==> config.mk <==
export PLATFORM = sky130hd
export DESIGN_NAME = link_out_recovery
export DESIGN_NICKNAME = d
export VERILOG_FILES = /design/src/rtl/link_out_recovery_pkg.sv /design/src/rtl/ackid_window_chk.sv /design/src/rtl/retry_tracker.sv /design/src/rtl/w1c_status.sv /design/src/rtl/link_out_recovery.sv
export SDC_FILE = /design/constraint.sdc
export NUM_CORES = 1
export LEC_CHECK = 0
export ABC_CLOCK_PERIOD_IN_PS = 2700
export BUFFER_PORTS_ARGS = -buffer_cell sky130_fd_sc_hd__buf_2
export CELL_PAD_IN_SITES_DETAIL_PLACEMENT = 1
export CELL_PAD_IN_SITES_GLOBAL_PLACEMENT = 2
export CORE_MARGIN = 2
export CORE_UTILIZATION = 28
export DETAILED_ROUTE_END_ITERATION = 16
export HOLD_SLACK_MARGIN = 0.15
export PLACE_DENSITY_LB_ADDON = 0.2
export REMOVE_ABC_BUFFERS = 1
export SYNTH_ARGS = -nofsm -noshare
export SYNTH_HDL_FRONTEND = slang
export SYNTH_SLANG_ARGS = --single-unit
==> constraint.sdc <==
create_clock -name clk -period 2.7 [get_ports clk]
set_clock_uncertainty 0.05 [all_clocks]
set_input_delay 0.135 -clock clk [delete_from_list [all_inputs] [get_ports clk]]
set_output_delay 0.135 -clock clk [all_outputs]
set_load 0.01 [all_outputs]
==> src/rtl/link_out_recovery_pkg.sv <==
package link_out_recovery_pkg;

   typedef enum logic [1:0] {
      ST_RUN  = 2'd0,
      ST_HALT = 2'd1,
      ST_DEAD = 2'd2
   } rec_state_e;

endpackage

==> src/rtl/ackid_window_chk.sv <==
module ackid_window_chk #(
   parameter int ACKID_W = 6
) (
   input  logic [ACKID_W-1:0] ackid,
   input  logic [ACKID_W-1:0] oldest,
   input  logic [ACKID_W-1:0] next_id,
   output logic               in_window
);

   logic [ACKID_W-1:0] dist_ack;
   logic [ACKID_W-1:0] dist_span;

   // Subtraction truncated to ACKID_W bits gives modulo 2^ACKID_W distance
   always_comb begin
      dist_ack  = ackid - oldest;
      dist_span = next_id - oldest;
      in_window = (dist_ack <= dist_span);
   end

endmodule

==> src/rtl/retry_tracker.sv <==
module retry_tracker #(
   parameter int MAX_TRIES = 7
) (
   input  logic clk,
   input  logic rst_n,
   input  logic start,
   input  logic bump,
   input  logic clear,
   output logic at_limit
);

   localparam int CNT_W = $clog2(MAX_TRIES + 1);

   generate
      if (MAX_TRIES == 1) begin : g_single
         logic unused_in;
         assign unused_in = ^{clk, rst_n, start, bump, clear};
         assign at_limit  = 1'b1;
      end else begin : g_count
         logic [CNT_W-1:0] tries_q;

         always_ff @(posedge clk) begin
            if (!rst_n) begin
               tries_q <= '0;
            end else if (clear) begin
               tries_q <= '0;
            end else if (start) begin
               tries_q <= CNT_W'(1);
            end else if (bump) begin
               tries_q <= tries_q + CNT_W'(1);
            end
         end

         assign at_limit = (tries_q == CNT_W'(MAX_TRIES));
      end
   endgenerate

endmodule

==> src/rtl/w1c_status.sv <==
module w1c_status (
   input  logic clk,
   input  logic rst_n,
   input  logic hw_set,
   input  logic wr_en,
   input  logic wr_data,
   output logic flag
);

   always_ff @(posedge clk) begin
      if (!rst_n) begin
         flag <= 1'b0;
      end else if (hw_set) begin
         flag <= 1'b1;
      end else if (wr_en && wr_data) begin
         flag <= 1'b0;
      end
   end

endmodule

==> src/rtl/link_out_recovery.sv <==
module link_out_recovery
   import link_out_recovery_pkg::*;
#(
   parameter int ACKID_W   = 6,
   parameter int MAX_TRIES = 7
) (
   input  logic               clk,
   input  logic               rst_n,
   input  logic               pna_seen,
   input  logic               lresp_valid,
   input  logic [ACKID_W-1:0] lresp_ackid,
   input  logic [ACKID_W-1:0] win_oldest,
   input  logic [ACKID_W-1:0] win_next,
   input  logic               timeout_tick,
   input  logic               in_unrecov_err,
   input  logic               csr_wr,
   input  logic               csr_wdata,
   input  logic               sw_recover,
   output logic               lreq_send,
   output logic               stop_output,
   output logic               fatal_state,
   output logic               port_error,
   output logic               resume_valid,
   output logic [ACKID_W-1:0] resume_ackid
);

   generate
      if (ACKID_W < 2 || ACKID_W > 16) begin : g_bad_ackid_w
         $error("ACKID_W must be within 2..16");
      end
      if (MAX_TRIES < 1 || MAX_TRIES > 255) begin : g_bad_tries
         $error("MAX_TRIES must be within 1..255");
      end
   endgenerate

   rec_state_e state_q, state_d;
   logic       in_win;
   logic       at_limit;
   logic       cnt_start, cnt_bump, cnt_clear;
   logic       lreq_d, resume_d, enter_dead;

   ackid_window_chk #(.ACKID_W(ACKID_W)) i_win (
      .ackid     (lresp_ackid),
      .oldest    (win_oldest),
      .next_id   (win_next),
      .in_window (in_win)
   );

   retry_tracker #(.MAX_TRIES(MAX_TRIES)) i_retry (
      .clk      (clk),
      .rst_n    (rst_n),
      .start    (cnt_start),
      .bump     (cnt_bump),
      .clear    (cnt_clear),
      .at_limit (at_limit)
   );

   w1c_status i_status (
      .clk     (clk),
      .rst_n   (rst_n),
      .hw_set  (enter_dead | in_unrecov_err),
      .wr_en   (csr_wr),
      .wr_data (csr_wdata),
      .flag    (port_error)
   );

   always_comb begin
      state_d    = state_q;
      lreq_d     = 1'b0;
      resume_d   = 1'b0;
      enter_dead = 1'b0;
      cnt_start  = 1'b0;
      cnt_bump   = 1'b0;
      cnt_clear  = 1'b0;
      unique case (state_q)
         ST_RUN: begin
            if (pna_seen) begin
               state_d   = ST_HALT;
               lreq_d    = 1'b1;
               cnt_start = 1'b1;
            end
         end
         ST_HALT: begin
            if (lresp_valid) begin
               if (in_win) begin
                  state_d   = ST_RUN;
                  resume_d  = 1'b1;
                  cnt_clear = 1'b1;
               end else begin
                  state_d    = ST_DEAD;
                  enter_dead = 1'b1;
               end
            end else if (timeout_tick) begin
               if (at_limit) begin
                  state_d    = ST_DEAD;
                  enter_dead = 1'b1;
               end else begin
                  cnt_bump = 1'b1;
                  lreq_d   = 1'b1;
               end
            end
         end
         ST_DEAD: begin
            if (sw_recover) begin
               state_d   = ST_RUN;
               cnt_clear = 1'b1;
            end
         end
         default: begin
            state_d   = ST_RUN;
            cnt_clear = 1'b1;
         end
      endcase
   end

   always_ff @(posedge clk) begin
      if (!rst_n) begin
         state_q      <= ST_RUN;
         lreq_send    <= 1'b0;
         resume_valid <= 1'b0;
         resume_ackid <= '0;
      end else begin
         state_q      <= state_d;
         lreq_send    <= lreq_d;
         resume_valid <= resume_d;
         if (resume_d) begin
            resume_ackid <= lresp_ackid;
         end
      end
   end

   assign stop_output = (state_q == ST_HALT);
   assign fatal_state = (state_q == ST_DEAD);

endmodule

==> flow_metrics.tcl <==
set metrics [dict create \
    status "completed" \
    route.vias.total 1145 \
    cts_tree "done" \
    synth_enable_flop_cells 0 \
    design.portCount 38 \
    clk_pin_slew_worst_paths_ns 0.06 \
    setup_tns_ns 0 \
    vdd.ir_drop.worst_mv 0.235 \
    die_area_sq_um 4750 \
    synthDominantCellAreaShare_pct 23.8 \
    floorplan.rows 23 \
    timing.critical_path.from_type "primary input" \
    die_height_um 68.9 \
    final.hold.worst_slack_ns 0.183 \
    port-buffer-count 37 \
    leakagePower_nw 0.819 \
    detail_route.first_pass.iterations 3 \
    overall_die_width_um 68.9 \
    initial_core_util_pct 29.3 \
    drt_drc_violations_left 0 \
    post_synth_inst_count 145 \
    highest_attainable_clock_frequency_mhz 392 \
    timing.final.setup_violations 0 \
    final_worst_path_period_share_pct 94.4 \
    synth_compound_gate_area_share_pct 13.5 \
    synth_mux_area_share_pct 6.79 \
    post_synth.cell_area_avg_sq_um 8.14 \
    grt_antenna_before_repair 0 \
    initialDrtViolationCount 35 \
    rrSetupSlack_ns 1.13 \
    routedWlPerCell_um 12.1 \
    antenna_violating_nets_post_route 0 \
    seq_area_frac_synth_pct 23.8 \
    synth.cells.most_frequent "sky130_fd_sc_hd__nand2_1 (20), sky130_fd_sc_hd__ha_1 (18), sky130_fd_sc_hd__inv_1 (17), sky130_fd_sc_hd__dfxtp_1 (14), sky130_fd_sc_hd__nor2_1 (11)" \
    clock_sink_count 14 \
    dp_hpwl_um 2460 \
    first_pass_grt_wire_length_um 4820 \
    combinational_family_with_the_most_area_after_synthesis "adder cells" \
    power-per-cell-area_nw_per_um2 432 \
    core_sq_um 4030 \
    worst-endpoint-required_ns 2.82 \
    final_critical_delay_including_setup_and_external_delays_ns 2.55 \
    hold_viol 0 \
    synthDistinctLibCells 33 \
    pin_count_of_the_biggest_net_entering_global_routing 19 \
    synth_flop_cell "sky130_fd_sc_hd__dfxtp_1" \
    adder_and_majority_gate_portion_of_the_synthesized_area_pct 22.5 \
    drt-total-wl_um 3030 \
    vias_in_the_first_global_route 1140 \
    ys_warn_count 0 \
    timing.setup.critical_path_class "in -> reg" \
    synth-async-reset-ratio_pct 0 \
    critical_path_arrival_ns 2.67 \
    leading_cell_types_by_total_area_after_synthesis "sky130_fd_sc_hd__dfxtp_1 (24%), sky130_fd_sc_hd__ha_1 (19%), sky130_fd_sc_hd__mux2i_1 (6.8%)" \
    vias_per_std_cell 4.58 \
    timing.slew.headroom_pct 72.4 \
    place_congestion 0.695 \
    yosysTopAreaCell "sky130_fd_sc_hd__dfxtp_1" \
    fillers 495 \
    synth_xor_area_share_pct 5.20 \
    grt-ovfl-total 0 \
    hp-class "in -> reg" \
    fraction_of_final_layout_cells_sized_beyond_drive_strength_1_pct 31.0 \
    yosys.area_share.simple_pct 21.2 \
    worstMarginPinSlew_ns 0.413 \
    diodes 0 \
    clockBufferDepth 2 \
    insertion_delay_ns 0.25 \
    ys_seq_elements 14 \
    mappedNetlistArea_sq_um 1180 \
    cts_root_buf "sky130_fd_sc_hd__clkbuf_8" \
    area.growth.synth_to_final_pct 41.6 \
    cts_max_level 1 \
    cts-buffers-inserted 3 \
    synthMostInstantiatedCell "sky130_fd_sc_hd__nand2_1" \
    final_net_count 248 \
    max-cap-violations 0 \
    global_route.usage.total_pct 13.9 \
    drv_slew 0 \
    setup.worst_path.end_class "register" \
    path_max_fanout 7 \
]
-- critical path: stages --
cell and delay, ns:
sky130_fd_sc_hd__dlygate4sd3_1 0.53, sky130_fd_sc_hd__buf_2 0.14, sky130_fd_sc_hd__xor2_2 0.19, sky130_fd_sc_hd__o21ai_0 0.08
sky130_fd_sc_hd__o31ai_1 0.09, sky130_fd_sc_hd__a311o_1 0.32, sky130_fd_sc_hd__ha_4 0.29, sky130_fd_sc_hd__nand4_1 0.13
sky130_fd_sc_hd__o22a_2 0.30, sky130_fd_sc_hd__nor2_4 0.14, sky130_fd_sc_hd__buf_12 0.14, sky130_fd_sc_hd__mux2i_1 0.19
-- layout by cell type (no fill, tap or decap), drive strengths merged, types with 8 or more instances in the layout --
master and n:
buf 46, inv 17, o21ai 9, mux2i 8
nand2 20, dfxtp 14, dlygate4sd3 8, a21oi 8
ha 18, nor2 12
-- repair_timing --
item	CTS	global route
resized for setup	0	11
endpoints found under the hold margin	8	0
setup endpoints to repair	0	12
setup buffers	0	2
hold buffers	8	0
-- flip-flops by register name, indices dropped and copies added (netlist names) --
name / count
resume_ackid: 6
i_retry.g_count.tries_q: 3
state_q: 2
i_status.flag: 1
lreq_send: 1
resume_valid: 1
-- logic make-up (layout without fill, tap and decap cells) --
family / count (synthesis) / after routing
adder cells (fa/ha/maj): 20 / 20
buffers and inverters: 20 / 75
multiplexers: 8 / 8
AND/OR/NAND/NOR: 50 / 50
XOR/XNOR: 7 / 7
flip-flops: 14 / 14
AO/OA/AOI/OAI: 26 / 26
-- report_power, final --
group | switching, mW | internal [mW]
registers | 0.00766 | 0.219
logic | 0.147 | 0.140
clock network | 0.0779 | 0.129
total | 0.232 | 0.489
-- area by class of cell --
type,count,area (sq um),area share (%)
Tap cell,50,62.6,3.75
Inverter,17,63.8,3.82
Clock buffer,4,55.1,3.30
Timing Repair Buffer,54,345,20.7
Multi-Input combinational cell,111,863,51.7
Sequential cell,14,280,16.8
-- stage by stage --
stage / util, % / std cells / worst slack (ns) / cell area [sq um] / power, mW
after global placement: 36.2 / 236 / -0.137 / 1460 / 0.474
final: 41.5 / 250 / 0.151 / 1670 / 0.721
after CTS: 39.6 / 248 / 0.0256 / 1600 / 0.703
after global routing: 41.5 / 250 / -0.0286 / 1670 / 0.792
after detailed placement: 36.2 / 236 / -0.232 / 1460 / 0.483
after floorplan: - / 142 / 0.223 / 1160 / 0.397
-- path summary, 6_finish.rpt --
kind	start	endpoint	depth (start not counted)
worst max register to register	i_retry.g_count.tries_q[0]$_SDFFE_PP0P_	i_retry.g_count.tries_q[1]$_SDFFE_PP0P_	6
worst min-delay path	timeout_tick	state_q[0]$_SDFFE_PN0P_	4
worst max-delay path	lresp_ackid[5]	resume_ackid[2]$_SDFFE_PN0P_	12
worst min register to register	resume_ackid[3]$_SDFFE_PN0P_	resume_ackid[3]$_SDFFE_PN0P_	2
-- per-layer routing --
layer | track usage, % | vias up | wire length [um] | part of all wire (%)
met5 | 0 | - | 0 | 0
li1 | - | 595 | - | -
met2 | 23.1 | 25 | 1440 | 48
met3 | 4.22 | 2 | 166 | 5.5
met4 | 4.41 | 0 | 27 | 0.89
met1 | 17.2 | 523 | 1390 | 46
Note: power is estimated with default switching activity, not from simulation.
